[src/rtl/wdg_pkg.sv]
package wdg_pkg;
    // Sources that hold the elapsed count at zero.
    typedef struct packed {
        logic sys_rst;
        logic floating;
        logic kick_edge;
    } clr_src_t;
endpackage

[src/rtl/wdg_kick_sync.sv]
module wdg_kick_sync #(
    parameter int unsigned SYNC_STAGES = 2
) (
    input  logic clk_i,
    input  logic rst_ni,
    input  logic kick_i,
    output logic edge_o
);
    localparam int unsigned CHAIN_W = SYNC_STAGES + 1;

    typedef struct packed {
        logic [CHAIN_W-1:0] chain;
    } sync_state_t;

    sync_state_t state_d, state_q;

    always_comb begin
        state_d = state_q;
        state_d.chain = {state_q.chain[CHAIN_W-2:0], kick_i};
    end

    always_ff @(posedge clk_i or negedge rst_ni) begin
        if (!rst_ni) begin
            state_q <= '0;
        end else begin
            state_q <= state_d;
        end
    end

    // Top bit is the previous synchronized sample, the one below it the current.
    assign edge_o = state_q.chain[CHAIN_W-1] ^ state_q.chain[CHAIN_W-2];
endmodule

[src/rtl/wdg_counter.sv]
module wdg_counter
    import wdg_pkg::*;
#(
    parameter int unsigned TIMEOUT_CYCLES = 1000,
    parameter int unsigned CNT_W = $clog2(TIMEOUT_CYCLES + 1)
) (
    input  logic             clk_i,
    input  logic             rst_ni,
    input  clr_src_t         clr_i,
    output logic [CNT_W-1:0] count_o
);
    localparam logic [CNT_W-1:0] LIMIT = CNT_W'(TIMEOUT_CYCLES);

    typedef struct packed {
        logic [CNT_W-1:0] count;
    } cnt_state_t;

    cnt_state_t state_d, state_q;

    always_comb begin
        state_d = state_q;
        if (|clr_i) begin
            state_d.count = '0;
        end else if (state_q.count != LIMIT) begin
            state_d.count = state_q.count + 1'b1;
        end
    end

    always_ff @(posedge clk_i or negedge rst_ni) begin
        if (!rst_ni) begin
            state_q <= '0;
        end else begin
            state_q <= state_d;
        end
    end

    assign count_o = state_q.count;
endmodule

[src/rtl/edge_watchdog.sv]
module edge_watchdog
    import wdg_pkg::*;
#(
    parameter int unsigned TIMEOUT_CYCLES = 1000,
    parameter int unsigned SYNC_STAGES    = 2,
    localparam int unsigned CNT_W = $clog2(TIMEOUT_CYCLES + 1)
) (
    input  logic clk_i,
    input  logic rst_ni,
    input  logic sys_rst_i,
    input  logic kick_i,
    input  logic kick_float_i,
    input  logic supply_low_i,
    output logic wdo_no
);
    localparam logic [CNT_W-1:0] LIMIT = CNT_W'(TIMEOUT_CYCLES);

    logic             kick_edge;
    logic [CNT_W-1:0] wd_count;
    logic             wd_expired;
    clr_src_t         clr_src;

    wdg_kick_sync #(
        .SYNC_STAGES(SYNC_STAGES)
    ) u_sync (
        .clk_i  (clk_i),
        .rst_ni (rst_ni),
        .kick_i (kick_i),
        .edge_o (kick_edge)
    );

    always_comb begin
        clr_src.sys_rst   = sys_rst_i;
        clr_src.floating  = kick_float_i;
        clr_src.kick_edge = kick_edge;
    end

    wdg_counter #(
        .TIMEOUT_CYCLES(TIMEOUT_CYCLES),
        .CNT_W         (CNT_W)
    ) u_cnt (
        .clk_i   (clk_i),
        .rst_ni  (rst_ni),
        .clr_i   (clr_src),
        .count_o (wd_count)
    );

    assign wd_expired = (wd_count == LIMIT);
    // The supply flag acts without a register, so the output has no minimum low time.
    assign wdo_no = ~(wd_expired | supply_low_i);
endmodule

[config.mk]
export PLATFORM = sky130hd
export DESIGN_NAME = edge_watchdog
export DESIGN_NICKNAME = d
export VERILOG_FILES = /design/src/rtl/wdg_pkg.sv /design/src/rtl/wdg_kick_sync.sv /design/src/rtl/wdg_counter.sv /design/src/rtl/edge_watchdog.sv
export SDC_FILE = /design/constraint.sdc
export NUM_CORES = 1
export LEC_CHECK = 0
export ABC_AREA = 1
export CORE_MARGIN = 2
export CORE_UTILIZATION = 40
export CTS_CLUSTER_SIZE = 16
export DETAILED_ROUTE_END_ITERATION = 8
export MAX_ROUTING_LAYER = met4
export RECOVER_POWER = 100
export SLEW_MARGIN = 30
export SYNTH_ARGS = -nofsm -noshare
export SYNTH_HDL_FRONTEND = slang
export SYNTH_SLANG_ARGS = --single-unit
[constraint.sdc]
create_clock -name clk_i -period 4.15 [get_ports clk_i]
set_clock_uncertainty 0.15 [all_clocks]
set_input_delay 1.0375 -clock clk_i [delete_from_list [all_inputs] [get_ports clk_i]]
set_output_delay 1.0375 -clock clk_i [all_outputs]
set_load 0.01 [all_outputs]
---- Word-level counts from Yosys, hierarchy flattened ----
Index checks and enable logic that the tools add are counted.
W data, S select, Z words.
operators by class
  reductions and logical operators ........ 2
  equal/unequal tests ..................... 2
  $add $sub $neg .......................... 1
  muxes and demuxes ....................... 2
  bitwise logic cells ..................... 3
operator list
  kind                     number
  $mux W10                 2
  $add A10 B1 Y10 const B  1
  $eq A10 B10 Y1 const B   1
  $ne A10 B10 Y1 const B   1
  $reduce_or A3 Y1         1
  $reduce_bool A2 Y1       1
  $not A1 Y1               1
  $or A1 B1 Y1             1
  $xor A1 B1 Y1            1
storage, ports and cells
  flip-flop bits (word level) ............. 13
  output and inout port bits .............. 1
  input bits .............................. 6
  word-level logic and storage cells ...... 12

---- Longest topological paths before layout ----
Gate-level depths: netlist of run 1.
  word-level depth ........................ 3
  depth in mapped cells ................... 8
  gate-level depth less buffers ........... 8

---- By module ----
Synthesis of run 1 repeated with hierarchy kept, for this count alone.
second synthesis, totals
  cell total of the unflattened synthesis .. 94
  area, all modules ....................... 743.2 um^2
modules (own cells, without submodules)
  module         area an instance (um^2)  sequential area each (um^2)  cells each  instances
  wdg_counter    596.8                    250.2                        76          1
  wdg_kick_sync  93.8                     75.1                         8           1
  edge_watchdog  52.6                     0.0                          10          1

---- Worst setup path after synthesis of run 1 ----
Ideal clock, no wire load.
  path type ............................... input port to output port
  start point ............................. input supply_low_i
  end point ............................... output wdo_no
  stages .................................. 2
  slack ................................... 1.634 ns
  buffers on the path ..................... 0
  arrival time ............................ 1.329 ns
  required time ........................... 2.963 ns
  path through ............................ or2_1 inv_1
between the ends
  word-level cells in the longest chain between the ends .. 2
ends and longest elaborated chain
  what             line                 RTL
  start, declared  edge_watchdog.sv:13  input logic supply_low_i,
  $or A1 B1 Y1     edge_watchdog.sv:50  assign wdo_no = ~(wd_expired | supply_low_i);
  $not A1 Y1       edge_watchdog.sv:50
  end, declared    edge_watchdog.sv:14  output logic wdo_no
Every way passes these cells.

---- Worst setup path after layout of run 1 ----
Ends and elaborated chain as after synthesis.

==> results of run 1 <==
Yosys cell counts:
cell / n
nand2_1: 20
inv_1: 15
dfrtp_1: 13
nand3_1: 10
nor2_1: 9
a21oi_1: 5
nand4_1: 3
ha_1: 2
nor2_2: 2
nor2_4: 2
o21ai_0: 2
clkinv_2: 1
nand2_2: 1
nand3_2: 1
o21bai_1: 1
or2_1: 1
or2_2: 1
routing by layer:
layer / track usage (%) / share of wire, % / vias up
met5: - / 0 / -
met4: 8.571 / 3.1 / 0
met3: 3.571 / 4.6 / 5
met2: 21.13 / 45 / 11
met1: 19.01 / 47 / 250
li1: - / - / 301
stage by stage:
| stage | util (%) | power (mW) |
|---|---|---|
| 2_1_floorplan | - | 0.1388 |
| 3_3_place_gp | 46.00 | 0.1483 |
| 3_5_place_dp | 46.00 | 0.1485 |
| 4_1_cts | 47.56 | 0.2293 |
| 5_1_grt | 47.11 | 0.2379 |
| 6_report | 47.11 | 0.2224 |
cells in the final DEF (no fill, tap or decap), drive strengths merged:
cell type	count
clkbuf	4
dlygate4sd3	4
clkinv	1
nand4	3
or2	2
dfrtp	13
inv	15
nand2	21
nand3	11
a21oi	5
o21ai	2
nor2	13
ha	2
o21bai	1
clkdlybuf4s50	2
final cells by class:
cell class	instances	area (um2)
fill	174	893.4
sequential	13	325.3
timing repair buffer	6	60.06
multi-input combinational	60	301.5
tap	17	21.27
inverter	16	61.31
clock buffer	4	26.28
worst paths after layout:
check                      depth (start not counted)                            to
min in group asynchronous                          1  u_cnt.count_o[2]$_DFFE_PN0P_
setup / recovery                                   4                        wdo_no
hold / removal                                     0   u_sync.state_q[1]$_DFF_PN0_
setup reg to reg                                   5  u_cnt.count_o[8]$_DFFE_PN0P_
hold reg to reg                                    0   u_sync.state_q[1]$_DFF_PN0_
max in group asynchronous                          1  u_cnt.count_o[6]$_DFFE_PN0P_
where the power goes:
| group | leakage (nW) | internal [mW] | total [mW] | switching [mW] |
|---|---|---|---|---|
| combinational | 0.199 | 0.00632 | 0.0137 | 0.00735 |
| clock | 0.0150 | 0.0373 | 0.0782 | 0.0409 |
| sequential | 0.174 | 0.129 | 0.131 | 0.00190 |
| total | 0.388 | 0.172 | 0.222 | 0.0501 |
flip-flops by register name, indices dropped and copies added, names as in the netlist:
register	cells
u_cnt.count_o	10
u_sync.state_q	3
critical path, delay by kind of cell:
kind	cells	cell delay, ns
buffers and inverters	3	1.02
and+or+nand+nor	1	0.22
cells by family (layout without fill, tap and decap cells):
logic type	Yosys count	count (layout)	synth area share (%)
flops	13	13	46.76
buf+inv	16	26	8.812
simple gates	50	50	34.71
fa+ha+maj	2	2	3.597
compound gates	8	8	6.115
==> flow_summary.json, run 1 <==
{
  "worst-setup-path-type": "primary input to output port",
  "grt_usage_pct": 14.83,
  "post-route-period-util_pct": 83.40,
  "grt_pass1_vias": 484,
  "drtIter0Drc": 5,
  "worstSkewPairLatency_ns": 0.28,
  "place_inst": 112,
  "io_pins": 7,
  "setup_viol": 0,
  "start_util_pct": 41.19,
  "cts_resized": 0,
  "cts-htree-levels": 1,
  "syn_nets": 97,
  "p_leak_nw": 0.3883,
  "gp_congestion": 0.7655,
  "critPathMaxFanout": 1,
  "cts.sinks": 13,
  "fin_tns_setup_ns": 0,
  "areaGrowthSynthToFinish_pct": 14.39,
  "cap_violations": 0,
  "tightestPinTransition_ns": 0.6686,
  "grt_start_max_net_pins": 14,
  "vdd_drop_max_mv": 0.1284,
  "path_clk_slew_ns": 0.07,
  "vias": 567,
  "fin_nets": 108,
  "layout_min_cycle_time_ns": 3.461,
  "port_buffers": 6,
  "placed_cell_area_um2": 777.0,
  "ys_seq_elements": 13,
  "synth_cells": 89,
  "crit_start": "supply_low_i",
  "die_h_um": 45.71,
  "setup_ws_ns": 0.6890,
  "hold_class": "flop to flop",
  "drv_slew": 0,
  "max_slew_margin_pct": 55.26,
  "first_pass_iters": 4,
  "drc_errors": 0,
  "fin_cells": 116,
  "gr-total-overflow": 0,
  "drt_wl_total_mm": 1.229,
  "rsz0062_at_grt": "no",
  "drive_gt1_share_pct": 10.10,
  "cts_tree": "yes",
  "timing.hold.ws_ns": 0.2103,
  "hold_path_startpoint": "u_sync.state_q[0]$_DFF_PN0_",
  "hold_violations": 0,
  "vias_per_cell": 4.888,
  "fin_area_um2": 795.8,
  "cts_buffers": 3,
  "status": "completed",
  "syn_area_um2": 695.7,
  "required_ns": 2.96,
  "critPathCaptureType": "output port",
  "n_antenna_cell": 0,
  "fmax_mhz": 288.9,
  "grt_pass1_wl_mm": 2.076,
  "die_area_um2": 2089,
  "coreArea_um2": 1689,
  "grt_antenna_before_repair": 0,
  "cts-root-buf": "clkbuf_4",
  "synth.avg_cell_area_um2": 7.816,
  "powerDensity_nw_per_um2": 279.4,
  "yosysWarnings": 0,
  "postCtsSetupRepairBufs": 0,
  "ctsHoldBuffers": 0,
  "drt.antenna.violating_nets": 0,
  "yosysSeqAreaShare_pct": 46.76,
  "synth_top_cell_area_share_pct": 46.76,
  "die_w_um": 45.71,
  "crit_chain": "clkdlybuf4s50_1 > or2_1 > inv_1 > dlygate4sd3_1",
  "wl_per_cell_um": 10.59,
  "dp_hpwl_um": 899.7,
  "ys_top_cells_by_area": "dfrtp_1 (47%), nand2_1 (11%), inv_1 (8.1%)",
  "startpoint_type": "primary input",
  "clockBufferDepth": 2,
  "yosysTopAreaCell": "dfrtp_1",
  "arrival_ns": 2.27,
  "yosysUniqueCellTypes": 17,
  "r2r_start": "u_sync.state_q[1]$_DFF_PN0_",
  "max_stage_delay_ns": 0.59,
  "cpMaxStageDelayCell": "dlygate4sd3_1",
  "regToRegSetupSlack_ns": 2.55,
  "placementRows": 15,
  "pre_cts_ws_ns": 0.7500
}
Note: power is estimated with default switching activity, not from simulation.
==> run 2: changes to the inputs <==
clock period = 3.55 ns   (was 4.15 ns; I/O delays follow)
==> results of run 2 <==
Same layout as run 1 (identical final DEF). Status: completed.
Among the figures that moved: final weighted congestion in routability-driven placement 0.7655 -> 0.7656; setup slack after placement 0.7500 ns -> 0.4500 ns; clock-pin slew on the worst setup and hold paths 0.07 ns -> 0.08 ns; setup slack after layout 0.6890 ns -> 0.3314 ns; start point of the critical path supply_low_i -> u_cnt.count_o[0]$_DFFE_PN0P_; register-to-register setup slack 2.55 ns -> 1.95 ns; total power 0.2224 mW -> 0.2599 mW; worst IR drop on VDD 0.1284 mV -> 0.1501 mV
==> run 3: changes to the inputs <==
MAX_ROUTING_LAYER = unset   (was met4)
==> results of run 3 <==
Same layout as run 1 (identical final DEF). Status: completed.
Among the figures that moved: final weighted congestion in routability-driven placement 0.7655 -> 0.7558; setup slack after placement 0.7500 ns -> 0.4500 ns; clock-pin slew on the worst setup and hold paths 0.07 ns -> 0.08 ns; overall routing resource usage 14.83% -> 14.40%; setup slack after layout 0.6890 ns -> 0.3314 ns; start point of the critical path supply_low_i -> u_cnt.count_o[0]$_DFFE_PN0P_; register-to-register setup slack 2.55 ns -> 1.95 ns; total power 0.2224 mW -> 0.2599 mW; worst IR drop on VDD 0.1284 mV -> 0.1501 mV
